`config.mk`:
```
export PLATFORM = sky130hd
export DESIGN_NAME = fetch_status_ctrl
export DESIGN_NICKNAME = d
export VERILOG_FILES = /design/src/rtl/fsc_pkg.sv /design/src/rtl/fsc_stall_flags.sv /design/src/rtl/fsc_thread_fsm.sv /design/src/rtl/fsc_activity.sv /design/src/rtl/fetch_status_ctrl.sv
export SDC_FILE = /design/constraint.sdc
export NUM_CORES = 1
export LEC_CHECK = 0
export BUFFER_PORTS_ARGS = -buffer_cell sky130_fd_sc_hd__buf_4
export CORE_AREA = 2 2 186 188
export DETAILED_ROUTE_END_ITERATION = 12
export DIE_AREA = 0 0 188 190
export PLACE_DENSITY = 0.55
export SKIP_CTS_REPAIR_TIMING = 1
export SYNTH_ARGS = -nofsm -noshare
export SYNTH_HDL_FRONTEND = slang
export SYNTH_HIERARCHICAL = 1
export SYNTH_SLANG_ARGS = --single-unit
```
`constraint.sdc`:
```
create_clock -name clk -period 2.3 [get_ports clk]
set_input_delay 0.23 -clock clk [delete_from_list [all_inputs] [get_ports clk]]
set_output_delay 0.23 -clock clk [all_outputs]
set_load 0.005 [all_outputs]
```
`src/rtl/fsc_pkg.sv`:
```
// Package: shared status encoding and stage count for the fetch status controller.
package fsc_pkg;
    localparam int NUM_STAGES = 4;   // decode, rename, execute, commit
    localparam int ST_W       = 3;

    typedef enum logic [ST_W-1:0] {
        TS_RUN        = 3'd0,
        TS_SQUASH     = 3'd1,
        TS_BLOCK      = 3'd2,
        TS_WAIT_RESP  = 3'd3,
        TS_WAIT_RETRY = 3'd4,
        TS_LINE_READY = 3'd5,
        TS_TRAP       = 3'd6,
        TS_QUIESCE    = 3'd7
    } thr_state_e;
endpackage

```
`src/rtl/fsc_stall_flags.sv`:
```
// Module: fsc_stall_flags
// Holds the sticky stall flags of one thread, one flag per downstream stage.
// Produces the stall for this cycle from the updated flags and the context switch.
// Assumes that unblock comes only while its flag is set, and never together with block.
module fsc_stall_flags #(
    parameter int NS = fsc_pkg::NUM_STAGES
) (
    input  logic          clk,
    input  logic          rst_n,
    input  logic          en,
    input  logic [NS-1:0] blk,
    input  logic [NS-1:0] unblk,
    input  logic          ctx_switch,
    output logic          stall_now
);
    logic [NS-1:0] flags_q;
    logic [NS-1:0] flags_d;

    generate
        for (genvar s = 0; s < NS; s++) begin : g_stage
            // Next value of one flag: set wins, then clear, else hold.
            always_comb begin
                if (blk[s])        flags_d[s] = 1'b1;
                else if (unblk[s]) flags_d[s] = 1'b0;
                else               flags_d[s] = flags_q[s];
            end

            // Register the flag while the thread is enabled.
            always_ff @(posedge clk) begin
                if (!rst_n)  flags_q[s] <= 1'b0;
                else if (en) flags_q[s] <= flags_d[s];
            end

            assert_unblock_legal_R2: assert property (@(posedge clk) disable iff (!rst_n)
                en && unblk[s] |-> flags_q[s] && !blk[s]);
            assert_block_sticky_R2: assert property (@(posedge clk) disable iff (!rst_n)
                en && blk[s] |=> flags_q[s]);
        end
    endgenerate

    // A stall exists when any updated flag is set or a context switch is under way.
    always_comb stall_now = ctx_switch | (|flags_d);
endmodule

```
`src/rtl/fsc_thread_fsm.sv`:
```
// Module: fsc_thread_fsm
// Status state machine and redirect PC of one thread.
// The order is fixed: commit squash, flush, decode squash, stall, recovery, then local events.
// Assumes that the stall input already includes this cycle's flag updates.
module fsc_thread_fsm #(
    parameter int PC_W = 32
) (
    input  logic                clk,
    input  logic                rst_n,
    input  logic                en,
    input  logic                stall,
    input  logic                csq,
    input  logic [PC_W-1:0]     cpc,
    input  logic                rob,
    input  logic                dsq,
    input  logic [PC_W-1:0]     dpc,
    input  logic                miss,
    input  logic                refused,
    input  logic                retry_ok,
    input  logic                resp,
    input  logic                sel,
    input  logic                fault,
    input  logic                quiesce,
    input  logic                wake,
    output fsc_pkg::thr_state_e state_q,
    output logic [PC_W-1:0]     pc_q
);
    import fsc_pkg::*;

    thr_state_e      st_d;
    logic [PC_W-1:0] pc_d;
    logic            exempt;

    // States that a stall may not move to BLOCK.
    always_comb exempt = (state_q == TS_WAIT_RESP) || (state_q == TS_WAIT_RETRY) ||
                         (state_q == TS_TRAP)      || (state_q == TS_QUIESCE);

    // Next status and PC in fixed priority.
    always_comb begin
        st_d = state_q;
        pc_d = pc_q;
        if (csq) begin
            st_d = TS_SQUASH;
            pc_d = cpc;
        end else if (rob) begin
            st_d = TS_SQUASH;
        end else if (dsq && state_q != TS_SQUASH) begin
            st_d = TS_SQUASH;
            pc_d = dpc;
        end else if (stall && !exempt) begin
            st_d = TS_BLOCK;
        end else if (state_q == TS_BLOCK || state_q == TS_SQUASH) begin
            st_d = TS_RUN;
        end else begin
            case (state_q)
                TS_RUN: begin
                    if (fault)        st_d = TS_TRAP;
                    else if (quiesce) st_d = TS_QUIESCE;
                    else if (miss)    st_d = TS_WAIT_RESP;
                    else if (refused) st_d = TS_WAIT_RETRY;
                end
                TS_WAIT_RETRY: if (retry_ok) st_d = TS_WAIT_RESP;
                TS_WAIT_RESP:  if (resp) st_d = stall ? TS_BLOCK : TS_LINE_READY;
                TS_LINE_READY: if (sel) st_d = TS_RUN;
                TS_TRAP, TS_QUIESCE: if (wake) st_d = TS_RUN;
                default: st_d = state_q;
            endcase
        end
    end

    // Status and PC registers, updated only for an enabled thread.
    always_ff @(posedge clk) begin
        if (!rst_n) begin
            state_q <= TS_RUN;
            pc_q    <= '0;
        end else if (en) begin
            state_q <= st_d;
            pc_q    <= pc_d;
        end
    end

    assert_commit_squash_R3: assert property (@(posedge clk) disable iff (!rst_n)
        en && csq |=> state_q == TS_SQUASH && pc_q == $past(cpc));
    assert_flush_holds_pc_R4: assert property (@(posedge clk) disable iff (!rst_n)
        en && !csq && rob |=> state_q == TS_SQUASH && $stable(pc_q));
    assert_decode_ignored_R5: assert property (@(posedge clk) disable iff (!rst_n)
        en && !csq && !rob && state_q == TS_SQUASH |=> $stable(pc_q));
    assert_wait_kept_R6: assert property (@(posedge clk) disable iff (!rst_n)
        en && state_q == TS_WAIT_RESP && !csq && !rob && !dsq && !resp |=> state_q == TS_WAIT_RESP);
    assert_trap_kept_R9: assert property (@(posedge clk) disable iff (!rst_n)
        en && state_q == TS_TRAP && !csq && !rob && !dsq && !wake |=> state_q == TS_TRAP);
    assert_inactive_hold_R10: assert property (@(posedge clk) disable iff (!rst_n)
        !en |=> $stable(state_q) && $stable(pc_q));
endmodule

```
`src/rtl/fsc_activity.sv`:
```
// Module: fsc_activity
// Reduces the thread statuses to one stage-active flag.
// Assumes that the status vector holds NT packed 3-bit codes, thread 0 in the low bits.
module fsc_activity #(
    parameter int NT = 4
) (
    input  logic [NT*fsc_pkg::ST_W-1:0] status,
    input  logic [NT-1:0]               active,
    output logic                        stage_active
);
    import fsc_pkg::*;

    logic [NT-1:0] can_go;

    generate
        for (genvar t = 0; t < NT; t++) begin : g_thr
            // A thread makes progress if it is enabled and in a state that can move.
            always_comb can_go[t] = active[t] &&
                ((status[t*ST_W +: ST_W] == TS_RUN)    ||
                 (status[t*ST_W +: ST_W] == TS_SQUASH) ||
                 (status[t*ST_W +: ST_W] == TS_LINE_READY));
        end
    endgenerate

    // The stage is active when any thread can make progress.
    always_comb stage_active = |can_go;
endmodule

```
`src/rtl/fetch_status_ctrl.sv`:
```
// Module: fetch_status_ctrl (top)
// Keeps the per-thread fetch status and redirect PC, and the stage activity flag.
// Builds one stall-flag set and one state machine for each thread.
// Assumes that all inputs are synchronous to clk and that the stall protocol of R2 holds.
module fetch_status_ctrl #(
    parameter int NT   = 4,
    parameter int PC_W = 32
) (
    input  logic                         clk,
    input  logic                         rst_n,
    input  logic [NT-1:0]                thread_active,
    input  logic                         ctx_switch,
    input  logic [NT-1:0]                dec_block,
    input  logic [NT-1:0]                dec_unblock,
    input  logic [NT-1:0]                ren_block,
    input  logic [NT-1:0]                ren_unblock,
    input  logic [NT-1:0]                exe_block,
    input  logic [NT-1:0]                exe_unblock,
    input  logic [NT-1:0]                cmt_block,
    input  logic [NT-1:0]                cmt_unblock,
    input  logic [NT-1:0]                cmt_squash,
    input  logic [NT*PC_W-1:0]           cmt_redirect_pc,
    input  logic [NT-1:0]                rob_squashing,
    input  logic [NT-1:0]                dec_squash,
    input  logic [NT*PC_W-1:0]           dec_redirect_pc,
    input  logic [NT-1:0]                icache_miss,
    input  logic [NT-1:0]                icache_refused,
    input  logic [NT-1:0]                icache_retry_ok,
    input  logic [NT-1:0]                icache_resp,
    input  logic [NT-1:0]                fetch_select,
    input  logic [NT-1:0]                fetch_fault,
    input  logic [NT-1:0]                quiesce_hit,
    input  logic [NT-1:0]                wake,
    output logic [NT*fsc_pkg::ST_W-1:0]  thread_status,
    output logic [NT*PC_W-1:0]           thread_pc,
    output logic                         stage_active
);
    import fsc_pkg::*;

    logic [NT-1:0] stall_now;

    generate
        for (genvar t = 0; t < NT; t++) begin : g_thread
            logic [NUM_STAGES-1:0] blk;
            logic [NUM_STAGES-1:0] unblk;
            thr_state_e            st;

            // Gather this thread's stall pulses; bit 0 is decode, bit 3 is commit.
            always_comb begin
                blk   = {cmt_block[t],   exe_block[t],   ren_block[t],   dec_block[t]};
                unblk = {cmt_unblock[t], exe_unblock[t], ren_unblock[t], dec_unblock[t]};
            end

            fsc_stall_flags #(.NS(NUM_STAGES)) u_flags (
                .clk        (clk),
                .rst_n      (rst_n),
                .en         (thread_active[t]),
                .blk        (blk),
                .unblk      (unblk),
                .ctx_switch (ctx_switch),
                .stall_now  (stall_now[t])
            );

            fsc_thread_fsm #(.PC_W(PC_W)) u_fsm (
                .clk      (clk),
                .rst_n    (rst_n),
                .en       (thread_active[t]),
                .stall    (stall_now[t]),
                .csq      (cmt_squash[t]),
                .cpc      (cmt_redirect_pc[t*PC_W +: PC_W]),
                .rob      (rob_squashing[t]),
                .dsq      (dec_squash[t]),
                .dpc      (dec_redirect_pc[t*PC_W +: PC_W]),
                .miss     (icache_miss[t]),
                .refused  (icache_refused[t]),
                .retry_ok (icache_retry_ok[t]),
                .resp     (icache_resp[t]),
                .sel      (fetch_select[t]),
                .fault    (fetch_fault[t]),
                .quiesce  (quiesce_hit[t]),
                .wake     (wake[t]),
                .state_q  (st),
                .pc_q     (thread_pc[t*PC_W +: PC_W])
            );

            // Pack the status code onto the output bus.
            always_comb thread_status[t*ST_W +: ST_W] = st;
        end
    endgenerate

    fsc_activity #(.NT(NT)) u_act (
        .status       (thread_status),
        .active       (thread_active),
        .stage_active (stage_active)
    );
endmodule

```
==> summary.md <==
| Metric | Value |
|---|---|
| Grt total ovfl | 0 |
| Via count | 8448 |
| Final Critical Period | 2030 ps |
| Switching Share | 27.1% |
| Clock power share | 36.2% |
| VDD IR max | 0.490 mV |
| Starting density of the core | 24.4% |
| Worst Tran Pin Value | 513 ps |
| TritonCTS Buffers | 17 |
| H-tree depth | 4 |
| Std cell rows | 68 |
| Largest net degree at the start of global routing | 85 |
| Clock Latency Late Sink | 430 ps |
| Area post-placement | 0.0122 mm2 |
| Die span in x | 188 um |
| Status | finished, final reports clean |
| Final setup margin | 265 ps |
| Total power | 7.29 mW |
| Die Area | 0.0357 mm2 |
| Net Switching | 1.97 mW |
| Setup-failing EPs final | 0 |
| All-Layer GR Usage | 15.8% |
| Post-DP HPWL | 22.2 mm |
| CP Class | reg -> reg |
| Initial antenna violation count | 0 |
| Max-cap violations | 0 |
| Detail-routed via count per cell | 4.77 |
| Inserted Diodes | 0 |
| Synth warn | 6 |
| Synth top area share | 37.6% |
| Mapped Nets | 1208 |
| Post-Place Cells | 1740 |
| Worst slack at placement | 225 ps |
| Final clock skew | 8.44 ps |
| CP Data Arrival Time | 2400 ps |
| Hold Path Class | in -> reg |
| Final ANT Viol Nets | 0 |
| Async S/R FF share, synth | 0% |
| First-pass DRT Iterations | 5 |
| Layout cells sized above 1 | 41.4% |
| CTS sink cnt | 156 |
| Deepest clock path buffer count | 2 |
| Main synth FF type | dfxtp_1 |
| Crit path capture type | flip-flop |
| Synth area leaders | dfxtp_1, mux2i_1, o211a_1 |
| Final Cycle Share | 88.5% |
| Distinct cells, synth | 34 |
| # IOs | 480 |
| Comb pwr share | 22.4% |
| Cell depth of the worst flop-to-flop path | 6 |
| P_leak | 7.07 nW |
| Avg Cell Area, Syn | 9.55 um2 |
| Cell area after synthesis | 0.00830 mm2 |
| CP max-delay cell | o2111ai_1 |
| Hold Vio Cnt, Final | 0 |
| CP Cell Sequence | a222oi_1, nand3_1, o21ai_0, a31oi_1, o2111ai_1, mux2i_1 |
| Hold path depth | 3 |
| Int Pwr | 5.31 mW |
| Core ar. | 0.0339 mm2 |
| Unrepaired setup endpoints after global routing | no |
| Die Height | 190 um |
| Max-slew headroom | 65.8% |
| Crit-path max cell delay | 400 ps |
| Worst-path maximum fanout | 6 |
| Startpoint Class | flip-flop |
| Largest area contributor in the netlist | dfxtp_1 |
| Synth top cells by count | dfxtp_1, mux2i_1, nand3_1 |
| Final Max Slew Viols | 0 |
| Non-Filler Instances | 1771 |
| Nets | 1643 |
| # port buffers | 479 |
| Seq pwr share | 41.5% |
| Global-route wire length before repair | 44.7 mm |
| Setup TNS | 0 ps |
| Placer congestion estimate | 0.786 |
| DR WL/cell | 16.6 um |
| PD cells | 573 mW/mm2 |
| CTS root buffer | clkbuf_16 |
| WP data required | 2660 ps |
| Sequential area share after synthesis | 37.6% |
| Layout area overhead | 53.2% |
| Post-synth EDFFs | 0 |
| Register bit count reported by yosys | 156 |
| Starting DRT DRC Count | 347 |
| Count leader, synth | dfxtp_1 |
| Routed WL | 29.5 mm |
| Mapped Cells | 869 |
| Reg clk slew, reported paths | 70 ps |
| Vias in the first global route | 8092 |
| Design Area, Final | 0.0127 mm2 |
| DRC viols | 0 |
| CTS tree | built |
| FMAX | 0.491 GHz |
power groups by stage:
stage / registers, mW / clock network (mW) / logic, mW
2_1_floorplan: 3.09 / 0 / 0.710
3_3_place_gp: 3.07 / 0 / 1.65
3_5_place_dp: 3.08 / 0 / 1.65
4_1_cts: 3.02 / 2.75 / 1.66
5_1_grt: 3.05 / 2.83 / 1.78
6_report: 3.02 / 2.64 / 1.63
final timing paths:
path                                                startpoint                             end  slack, ps
worst max register to register  g_thread[3].u_flags/flags_q[2]    g_thread[3].u_fsm/state_q[0]        270
worst min register to register      g_thread[1].u_fsm/pc_q[28]      g_thread[1].u_fsm/pc_q[28]        500
worst min-delay path                              exe_block[1]  g_thread[1].u_flags/flags_q[2]         80
worst max-delay path            g_thread[3].u_flags/flags_q[2]    g_thread[3].u_fsm/state_q[0]        270
sequential cells by signal, indices dropped and copies added, names as in the netlist:
| register | flops |
|---|---|
| g_thread.u_flags/flags_q | 16 |
| g_thread.u_fsm/state_q | 12 |
| g_thread.u_fsm/pc_q | 128 |
metrics by stage:
step | util, % | hold WS (ps)
final | 37.5 | 80.6
after global placement | 35.9 | 480
after global routing | 37.5 | 59.6
after detailed placement | 35.9 | 487
after floorplan | - | 358
after CTS | 37.5 | 48.0
metal layers:
layer / vias up / routed length, um / track usage, % / part of all wire [%]
li1: 4139 / - / - / -
met1: 3953 / 12200 / 18.9 / 41
met2: 331 / 14600 / 27.3 / 49
met3: 25 / 2220 / 4.70 / 7.5
met4: 0 / 449 / 4.97 / 1.5
met5: - / 0 / 0 / 0
logic make-up (layout without fill, tap and decap cells):
group	Yosys count	count (layout)	share of synthesized area, %
simple gates	265	265	17.4
compound gates	196	196	21.2
flops	156	156	37.6
mux	140	140	16.9
buf+inv	112	559	6.94
final cells by class:
class	count	area [um2]
clock buffer	22	474
clock inverter	9	62.6
fill	3489	21200
inverter	28	105
multi-input combinational	601	4600
sequential	156	3120
tap	455	569
timing repair buffer	500	3780
critical path: cells and delay by family (launching register included):
family           cells  cell delay [ps]
flip-flops           1              310
AO/OA/AOI/OAI        4             1110
AND/OR/NAND/NOR      1              300
multiplexers         1              240
layout by cell type, fill, tap and decap left out, types with 16 or more instances in the layout:
cell	Yosys	final
nand2_1	32	32
nor2b_1	20	20
o211a_1	128	128
nand3_1	132	132
clkbuf_16	0	17
buf_4	0	498
dfxtp_1	156	156
inv_1	28	28
mux2i_1	140	140
a22oi_1	16	16
(Power assumes the default switching activity.)
